## config.mk

```make
export PLATFORM = sky130hd
export DESIGN_NAME = wdog_timer
export DESIGN_NICKNAME = d
export VERILOG_FILES = /design/src/rtl/wdog_pkg.sv /design/src/rtl/wdog_ctrl.sv /design/src/rtl/wdog_dp.sv /design/src/rtl/wdog_timer.sv
export SDC_FILE = /design/constraint.sdc
export NUM_CORES = 1
export LEC_CHECK = 0
export BUFFER_PORTS_ARGS = -buffer_cell sky130_fd_sc_hd__buf_4
export CAP_MARGIN = 10
export CORE_MARGIN = 2
export CORE_UTILIZATION = 35
export CTS_CLUSTER_SIZE = 25
export DETAILED_ROUTE_END_ITERATION = 10
export SLEW_MARGIN = 10
export SYNTH_ARGS = -nofsm -noshare
export SYNTH_HDL_FRONTEND = slang
export SYNTH_HIERARCHICAL = 1
export SYNTH_SLANG_ARGS = --single-unit
```

## constraint.sdc

```tcl
create_clock -name clk -period 2.5 [get_ports clk]
set_clock_uncertainty 0.15 [all_clocks]
set_input_delay 0.125 -clock clk [delete_from_list [all_inputs] [get_ports clk]]
set_output_delay 0.125 -clock clk [all_outputs]
set_load 0.05 [all_outputs]
```

## src/rtl/wdog_pkg.sv

```systemverilog
package wdog_pkg;
  localparam int AW = 3;
  localparam int KEY_LEN = 3;

  localparam logic [AW-1:0] A_CFG  = 3'd0;
  localparam logic [AW-1:0] A_PSC  = 3'd1;
  localparam logic [AW-1:0] A_PRE  = 3'd2;
  localparam logic [AW-1:0] A_MAIN = 3'd3;
  localparam logic [AW-1:0] A_CTRL = 3'd4;
  localparam logic [AW-1:0] A_KEY  = 3'd5;
  localparam logic [AW-1:0] A_LIVE = 3'd6;

  // strobes from control to datapath
  typedef struct packed {
    logic load;
    logic run;
    logic useTick;
  } wdStrobe_t;

  function automatic logic [7:0] keyAt(input logic [1:0] idx);
    case (idx)
      2'd0:    return 8'h87;
      2'd1:    return 8'h61;
      default: return 8'h63;
    endcase
  endfunction
endpackage

```

## src/rtl/wdog_ctrl.sv

```systemverilog
module wdog_ctrl
  import wdog_pkg::*;
#(
  parameter int DW       = 8,
  parameter int PRE_DEF  = 255,
  parameter int MAIN_DEF = 255
) (
  input  logic          clk,
  input  logic          rstN,
  input  logic          porRst_n,
  input  logic          wrEn,
  input  logic [AW-1:0] addr,
  input  logic [DW-1:0] wrData,
  input  logic          expire,
  input  logic [DW-1:0] liveMain,
  output wdStrobe_t     strb,
  output logic [DW-1:0] prescVal,
  output logic [DW-1:0] preRl,
  output logic [DW-1:0] mainRl,
  output logic          stopped,
  output logic          pending,
  output logic          statusFlag,
  output logic [DW-1:0] rdData
);
  localparam int SW = $clog2(KEY_LEN);

  logic [SW-1:0] seq;
  logic          useTick;
  logic          keyHit, reloadWr, clearWr, cfgWr;

  assign keyHit   = wrEn && (addr == A_KEY) && (wrData == DW'(keyAt(2'(seq))));
  assign reloadWr = wrEn && (addr == A_CTRL) && wrData[0];
  assign clearWr  = wrEn && (addr == A_CTRL) && wrData[1];
  assign cfgWr    = wrEn && stopped;

  always_ff @(posedge clk or negedge rstN) begin
    if (!rstN) begin
      seq      <= '0;
      stopped  <= 1'b0;
      pending  <= 1'b0;
      useTick  <= 1'b0;
      prescVal <= '0;
      preRl    <= DW'(PRE_DEF);
      mainRl   <= DW'(MAIN_DEF);
    end else begin
      pending <= reloadWr;
      if (wrEn) begin
        if (keyHit) begin
          if (seq == SW'(KEY_LEN - 1)) begin
            seq     <= '0;
            stopped <= 1'b1;
          end else begin
            seq <= seq + 1'b1;
          end
        end else begin
          seq <= '0;
        end
      end
      if (reloadWr) stopped <= 1'b0;
      if (cfgWr) begin
        case (addr)
          A_CFG:   useTick  <= wrData[0];
          A_PSC:   prescVal <= wrData;
          A_PRE:   preRl    <= wrData;
          A_MAIN:  mainRl   <= wrData;
          default: ;
        endcase
      end
    end
  end

  // reset-cause flag: only the power-on reset touches it
  always_ff @(posedge clk or negedge porRst_n) begin
    if (!porRst_n)     statusFlag <= 1'b0;
    else if (expire)   statusFlag <= 1'b1;
    else if (clearWr)  statusFlag <= 1'b0;
  end

  assign strb.load    = pending;
  assign strb.run     = !stopped;
  assign strb.useTick = useTick;

  always_comb begin
    rdData = '0;
    case (addr)
      A_CFG:   rdData[0]   = useTick;
      A_PSC:   rdData      = prescVal;
      A_PRE:   rdData      = preRl;
      A_MAIN:  rdData      = mainRl;
      A_CTRL:  rdData[1:0] = {statusFlag, pending};
      A_KEY:   rdData[0]   = stopped;
      A_LIVE:  rdData      = liveMain;
      default: rdData      = '0;
    endcase
  end
endmodule

```

## src/rtl/wdog_dp.sv

```systemverilog
module wdog_dp
  import wdog_pkg::*;
#(
  parameter int DW       = 8,
  parameter int PRE_DEF  = 255,
  parameter int MAIN_DEF = 255
) (
  input  logic          clk,
  input  logic          rstN,
  input  wdStrobe_t     strb,
  input  logic          tickIn,
  input  logic [DW-1:0] prescVal,
  input  logic [DW-1:0] preRl,
  input  logic [DW-1:0] mainRl,
  output logic          expire,
  output logic          resetReq,
  output logic [DW-1:0] liveMain
);
  logic [DW-1:0] pscCnt, preCnt, mainCnt;
  logic srcTick, step, pscWrap, mainStep;

  assign srcTick  = strb.useTick ? tickIn : 1'b1;
  assign step     = strb.run && !strb.load && srcTick;
  assign pscWrap  = step && (pscCnt == prescVal);
  assign mainStep = pscWrap && (preCnt == '0);
  assign expire   = mainStep && (mainCnt == DW'(1));
  assign liveMain = mainCnt;

  always_ff @(posedge clk or negedge rstN) begin
    if (!rstN) begin
      pscCnt   <= '0;
      preCnt   <= DW'(PRE_DEF);
      mainCnt  <= DW'(MAIN_DEF);
      resetReq <= 1'b0;
    end else begin
      resetReq <= expire;
      if (strb.load) begin
        pscCnt  <= '0;
        preCnt  <= preRl;
        mainCnt <= mainRl;
      end else if (step) begin
        pscCnt <= pscWrap ? '0 : pscCnt + 1'b1;
        if (pscWrap) preCnt <= (preCnt == '0) ? preRl : preCnt - 1'b1;
        if (mainStep && (mainCnt != '0)) mainCnt <= mainCnt - 1'b1;
      end
    end
  end
endmodule

```

## src/rtl/wdog_timer.sv

```systemverilog
module wdog_timer
  import wdog_pkg::*;
#(
  parameter int DW       = 8,
  parameter int PRE_DEF  = 255,
  parameter int MAIN_DEF = 255
) (
  input  logic          clk,
  input  logic          porRst_n,
  input  logic          sysRst_n,
  input  logic          wrEn,
  input  logic [AW-1:0] addr,
  input  logic [DW-1:0] wrData,
  input  logic          tickIn,
  output logic [DW-1:0] rdData,
  output logic          resetReq,
  output logic          rstStatus
);
  wdStrobe_t     strb;
  logic [DW-1:0] prescVal, preRl, mainRl, liveMain;
  logic          expire, stopped, pending, rstN;

  assign rstN = sysRst_n & porRst_n;

  wdog_ctrl #(.DW(DW), .PRE_DEF(PRE_DEF), .MAIN_DEF(MAIN_DEF)) u_ctrl (
    .clk(clk), .rstN(rstN), .porRst_n(porRst_n), .wrEn(wrEn), .addr(addr),
    .wrData(wrData), .expire(expire), .liveMain(liveMain), .strb(strb),
    .prescVal(prescVal), .preRl(preRl), .mainRl(mainRl), .stopped(stopped),
    .pending(pending), .statusFlag(rstStatus), .rdData(rdData)
  );

  wdog_dp #(.DW(DW), .PRE_DEF(PRE_DEF), .MAIN_DEF(MAIN_DEF)) u_dp (
    .clk(clk), .rstN(rstN), .strb(strb), .tickIn(tickIn), .prescVal(prescVal),
    .preRl(preRl), .mainRl(mainRl), .expire(expire), .resetReq(resetReq),
    .liveMain(liveMain)
  );
endmodule

```

# After elaboration in Yosys (flattened, before gate mapping)
# Index checks and enable logic that the tools add are counted.
# word_totals
ff_bits	55
in_bits	16
output_inout_bits	10
elab_cells	83
# op_classes
add_sub_neg	4
n_eq_ne	11
mux	23
bitwise_logic	1
reduce_logical	32
# ops
op	n
$mux 8	10
$pmux 6 s4	1
$eq 8x8->1	2
$pmux 8 s2	1
$sub 8x1->8 const B	2
$reduce_bool 2->1	7
$logic_and 1x1->1	12
$reduce_and 2->1	6
$eq 3x3->1 const B	3
$add 8x1->8 const B	1
$eq 8x1->1 const B	1
$logic_not 8->1	1
$reduce_bool 8->1	1
$mux 1	7
$pmux 1 s7	1
$eq 3x2->1 const B	2
$pmux 1 s5	1
$mux 2	2
$eq 3x1->1 const B	1
$logic_not 3->1	1
$reduce_and 3->1	1
$add 2x1->2 const B	1
$eq 2x1->1 const B	1
$eq 2x2->1 const B	1
3 further kinds	4

# Logic depth before layout (Yosys ltp)
# depth
ltp_word	9
ltp_mapped	9
depth_no_buf	7

# Cells and area by module
# Netlist, hierarchy kept.
# by_module_without_submodules
mod	n_inst	cells_each	area_per_inst_um2	seq_area_each_um2
wdog_dp	1	190	1677.9	645.6
wdog_ctrl	1	123	1582.8	770.7
wdog_timer	1	1	6.3	0.0

# Worst setup path before layout
# Ideal clock, no wire load.
# synth_timing
path_kind	register to output
start	reg u_ctrl.preRl[2]
end	out rdData[2]
arrival_time_ns	1.820
t_required_ns	2.225
setup_slack_ns	0.405
stages_incl_launch_ff	4
n_path_buf	0
path_cell_list	dfstp_2 -> mux2_2 -> a22oi_1 -> o21ai_0
# synth_via
elab_chain_len	1
# synth_rtl
item	line	text
from (decl)	wdog_ctrl.sv:18	output logic [DW-1:0] preRl,
from (signal assigned)	wdog_ctrl.sv:43	preRl <= DW'(PRE_DEF);
from (signal assigned)	wdog_ctrl.sv:64	A_PRE: preRl <= wrData;
$pmux 6 s4	wdog_ctrl.sv:85	case (addr)
to (decl)	wdog_timer.sv:15	output logic [DW-1:0] rdData,
# No other way between the ends.

# Worst setup path after layout
# layout_timing
start	reg u_dp.pscCnt[4]
end	reg u_dp.mainCnt[7] (netlist: u_dp/liveMain[7])
# layout_via
elab_chain_len	6
# layout_rtl
item	line	text
from (decl)	wdog_dp.sv:19	logic [DW-1:0] pscCnt, preCnt, mainCnt;
from (signal assigned)	wdog_dp.sv:42	pscCnt <= pscWrap ? '0 : pscCnt + 1'b1;
$eq 8x8->1	wdog_dp.sv:24	assign pscWrap = step && (pscCnt == prescVal);
$logic_and 1x1->1	wdog_dp.sv:24	
$logic_and 1x1->1	wdog_dp.sv:25	assign mainStep = pscWrap && (preCnt == '0);
$logic_and 1x1->1	wdog_dp.sv:44	if (mainStep && (mainCnt != '0)) mainCnt <= mainCnt - 1'b1;
$reduce_bool 2->1 (no line)	n/a	
$reduce_and 2->1 (no line)	n/a	
to (signal assigned)	wdog_dp.sv:33	mainCnt <= DW'(MAIN_DEF);
to (signal assigned)	wdog_dp.sv:40	mainCnt <= mainRl;
to (signal assigned)	wdog_dp.sv:44	
to (decl)	wdog_dp.sv:19	
# No other way between the ends.
# A chain may end at the register's enable or synchronous reset.

==> results.md <==
Outcome:
- The run finished with clean final reports.

Synth:
- The post-synthesis sequential element count is 55.
- The synthesized netlist devotes 19.5% of its cell area to simple gates.
- The count of yosys warnings during synthesis is 6.
- After synthesis, the share of flip-flops with an asynchronous set or reset is 100%.
- The fraction of the mapped netlist area in adder cells is 2.30%.
- The per-instance average area after synthesis is 10.4 sq um.
- Summing the areas of all xor and xnor instances in the mapped netlist gives 2.14% of the synthesized area.
- For this run, the leading register cell type out of synthesis is dfstp_2.
- Synthesis produced a netlist with a net count of 336.
- The sequential area share after synthesis is 43.4%.
- Multiplexer cells account for 12.4% of the synthesized area.
- The post-synthesis cell count is 314.
- The synthesized design contains 0 enable-type register cells.
- The post-synthesis instance area is 3270 sq um.
- The main combinational cell family by area after synthesis is simple AND/OR/NAND/NOR gates.
- The share of the synthesized area in compound gates (AO/OA/AOI/OAI) is 16.0%.
- The number of different library cells used by synthesis comes to 56.

Finish:
- The share of final-layout standard cells stronger than drive strength 1 is 33.6%.
- The synthesis-to-layout area growth is 15.7%.
- The post-layout net count is 372.
- For this run, the share of the core covered by cells in the final layout is 41.3%.
- The total inserted antenna cells is 0.
- After filler insertion, the fill cell instance count of the layout stands at 865.

Critical path:
- For the worst setup path, the data arrival time is 2.38 ns.
- Along the worst path, the maximum fanout reaches 14.
- The critical path goes through xnor2_1 -> nand4_1 -> nor4_4 -> nand3_4 -> and3_1 -> a211o_1.
- The worst setup path is of the reg -> reg kind.
- The capturing element type of the critical path is a flip-flop.
- The highest-delay cell along the critical path is nor4_4.
- Grouping stages by cell kind, the critical path spends the most delay in simple AND/OR/NAND/NOR gates.
- The kind of start point of the critical path is a flip-flop.
- STA puts the critical path data required time at 2.60 ns.
- The buffers plus inverters on the worst setup path is 0.
- The number of stages on the worst setup path is 6.
- In this design, the stage delay of the slowest critical-path cell is 0.52 ns.
- The worst register-to-register path has a depth of 6.

STA:
- The final max-slew violation count is 0.
- Setup repair after global routing left no endpoint under its margin.
- The fmax is 438 MHz.
- The summed negative setup slack over all endpoints is 0 ns.
- The final critical-path share of the clock period is 91.4%.
- The relative slew slack is 62.5%.
- The number of hold violations in the final report is 0.
- At the pin with the least slew margin, the transition time is 0.562 ns.
- Setup violations remaining at the end of the flow were counted as 0.
- The clock period minus worst slack is 2.29 ns.

Global routing:
- The largest net degree at the start of global routing is 25.
- The global-route wire length before repair is 13.5 mm.
- The number of global-route vias before repair is 2,479.
- The aggregate global-route resource usage is 17.0%.
- The leftover overflow at the end of global routing is 0.
- The initial antenna violation count was 0.

Die:
- After floorplanning, the core was sized to cover 9150 sq um.
- Once the floorplan was initialized, standard cells occupied 35.7% of the core.
- The die covers 10,100 sq um.
- Measured along the y axis, the die boundary spans 101 um.
- The floorplan step set the die width to 101 um.
- 26 I/O pins were placed.
- The row count is 35.

Detailed routing:
- The mean routed wirelength per cell is 17.9 um.
- Once detail routing completed, the nets flagged for antenna violations numbered 0.
- For this run, design rule violations remaining after detail routing come to 0.
- Detailed routing inserted a total of 2,660 vias.
- The first-pass iteration count of the detailed router is 5.
- The sum of routed wire length over all layers is 8.28 mm.
- The detailed-route vias per instance is 5.76.
- The violation count after the first detailed-routing iteration is 192.

CTS:
- After clock tree synthesis, the clock-pin slew on the worst setup and hold paths is 0.11 ns.
- At the later pin of the worst-skew pair, clock insertion delay measures 0.32 ns.
- Clock tree synthesis inserted a total of 5 buffers.
- In this run the deepest clock path goes through 2 buffers.
- Clock tree synthesis found a total of 55 sinks.
- The number of setup buffers added after CTS is 0.
- CTS built an H-tree with a depth of 2.
- The count of instances resized after the clock tree is built is 0.
- The clock root buffer is clkbuf_8.
- TritonCTS built the clock tree.

Power:
- The total power divided by cell area is 870 nW/um^2.
- The switching share of power is 37.5%.
- The analysis attributes to cell leakage a power of 1.60 nW.
- Total power for the finished layout comes to 3.29 mW.
- The portion of total power attributed to sequential cells is 51.3%.
- The analysis attributes to net switching a power of 1.23 mW.
- The internal portion of the total power is 2.06 mW.
- The clock network burns 15.7% of the power.
- Per report_power, the combinational group accounts for 33.0% of the total.
- The maximum vdd ir drop is 0.377 mV.

Placement:
- The final RePlAce weighted congestion is 0.859.
- Once detailed placement completed, the half-perimeter wirelength came to 6.10 mm.
- The count of input and output buffers is 25.

Flow run:
- The max-cap check violation count is 0.

Worst hold path:
- The min-delay analysis places its worst path in the category in -> reg.
- The worst hold path was traced through 3 stages.
==> worst paths after layout <==
| kind | slack [ns] | from | to |
|---|---|---|---|
| setup reg to reg | 0.21 | u_dp/pscCnt[4] | u_dp/liveMain[7] |
| hold reg to reg | 0.35 | u_dp/liveMain[6] | u_dp/liveMain[6] |
| max in group asynchronous | 1.14 | porRst_n | u_dp/preCnt[4] |
| min in group asynchronous | 0.31 | sysRst_n | u_dp/resetReq |
| setup / recovery | 0.21 | u_dp/pscCnt[4] | u_dp/liveMain[7] |
| hold / removal | 0.07 | addr[0] | u_ctrl/seq[0] |
==> metrics by stage <==
| stage | area, sq um | setup slack, ns | hold WS [ns] | instances |
|---|---|---|---|---|
| after floorplan | 3270 | 0.405 | -0.321 | 314 |
| after CTS | 3780 | 0.186 | 0.0539 | 462 |
| after detailed placement | 3560 | 0.211 | -0.244 | 441 |
| after global routing | 3780 | 0.0156 | 0.0755 | 462 |
| final | 3780 | 0.214 | 0.0653 | 462 |
| after global placement | 3560 | 0.257 | -0.246 | 441 |
==> worst reg2reg max path, cell delays in order, from the launching register on <==
cell and delay, ns:
dfrtp_1 0.44, xnor2_1 0.16, nand4_1 0.16, nor4_4 0.52, nand3_4 0.27, and3_1 0.26, a211o_1 0.26
==> state kept, by name, summed over array words and instances (netlist names) <==
register           flops
u_dp/resetReq          1
u_ctrl/pending         1
u_ctrl/prescVal        8
u_ctrl/stopped         1
u_ctrl/mainRl          8
u_dp/pscCnt            8
u_ctrl/preRl           8
u_ctrl/seq             2
u_dp/liveMain          8
u_dp/preCnt            8
u_ctrl/useTick         1
u_ctrl/statusFlag      1
==> synthesized netlist by cell type (4+ instances only) <==
cell type   n  area [sq um]
a21oi_1    19          95.1
a22o_1      6          52.6
a22oi_1    12          90.1
and3_1      5          31.3
buf_2       6          30.0
buf_4       4          30.0
clkbuf_1    5          18.8
dfrtp_1    23           576
dfstp_2    32           841
ha_1        6          75.1
inv_1      12          45.0
mux2_2     30           338
mux2i_1     4          40.0
nand2_1    18          67.6
nand3_1    11          55.1
nand4_1     6          37.5
nor2_1     14          52.6
nor2b_1     8          50.1
nor3_1      4          20.0
o21ai_0    18          90.1
o22ai_1    10          62.6
or2_2       4          25.0
or3_1       5          31.3
xnor2_1     7          61.3
==> power by group through the flow <==
stage	Combinational [mW]	Clock, mW	Sequential (mW)
4_1_cts	1.09	0.536	1.68
2_1_floorplan	0.866	0	1.55
5_1_grt	1.20	0.555	1.74
3_5_place_dp	1.07	0	1.69
6_report	1.09	0.515	1.69
3_3_place_gp	1.05	0	1.69
==> cells by family (layout without fill, tap and decap cells) <==
| kind of cell | count (synthesis) | count (layout) |
|---|---|---|
| multiplexers | 35 | 35 |
| buffers and inverters | 29 | 66 |
| XOR/XNOR | 8 | 8 |
| flip-flops | 55 | 55 |
| adder cells (fa/ha/maj) | 6 | 6 |
| AO/OA/AOI/OAI | 80 | 80 |
| AND/OR/NAND/NOR | 101 | 101 |
==> routing by layer <==
metal	GRT usage, %	routed length [um]	vias up
li1	-	-	1232
met1	24.0	3830	1334
met2	27.5	3990	86
met3	2.15	359	8
met4	4.64	109	0
met5	0	0	-
==> timing repair <==
item,CTS,global route
hold buffers,13,0
endpoints found under the hold margin,38,0
setup endpoints to repair,0,0
==> final cells by class <==
type / instances / area, sq um / area share, %
inverter: 12 / 45.0 / 1.19
sequential: 55 / 1420 / 37.5
tap: 111 / 139 / 3.68
timing repair buffer: 46 / 378 / 10.0
clock buffer: 6 / 72.6 / 1.92
clock inverter: 2 / 16.3 / 0.430
multi-input combinational: 230 / 1710 / 45.3
==> layout by cell type (no fill, tap or decap), types with 3 or more instances in the layout <==
| master | count |
|---|---|
| nand3_1 | 11 |
| dfrtp_1 | 23 |
| inv_1 | 12 |
| and3_1 | 5 |
| or2_2 | 4 |
| nand2_1 | 18 |
| o22ai_1 | 10 |
| a22o_1 | 6 |
| mux2_2 | 30 |
| nor2_1 | 14 |
| nor2b_1 | 8 |
| mux2i_1 | 4 |
| or3_1 | 5 |
| ha_1 | 6 |
| dfstp_2 | 32 |
| nor3_1 | 4 |
| a21oi_1 | 19 |
| buf_4 | 33 |
| a21o_1 | 3 |
| nand4_1 | 6 |
| dlygate4sd3_1 | 13 |
| a22oi_1 | 12 |
| xnor2_1 | 7 |
| o21ai_0 | 18 |
| clkbuf_8 | 5 |
(Power assumes the default switching activity.)
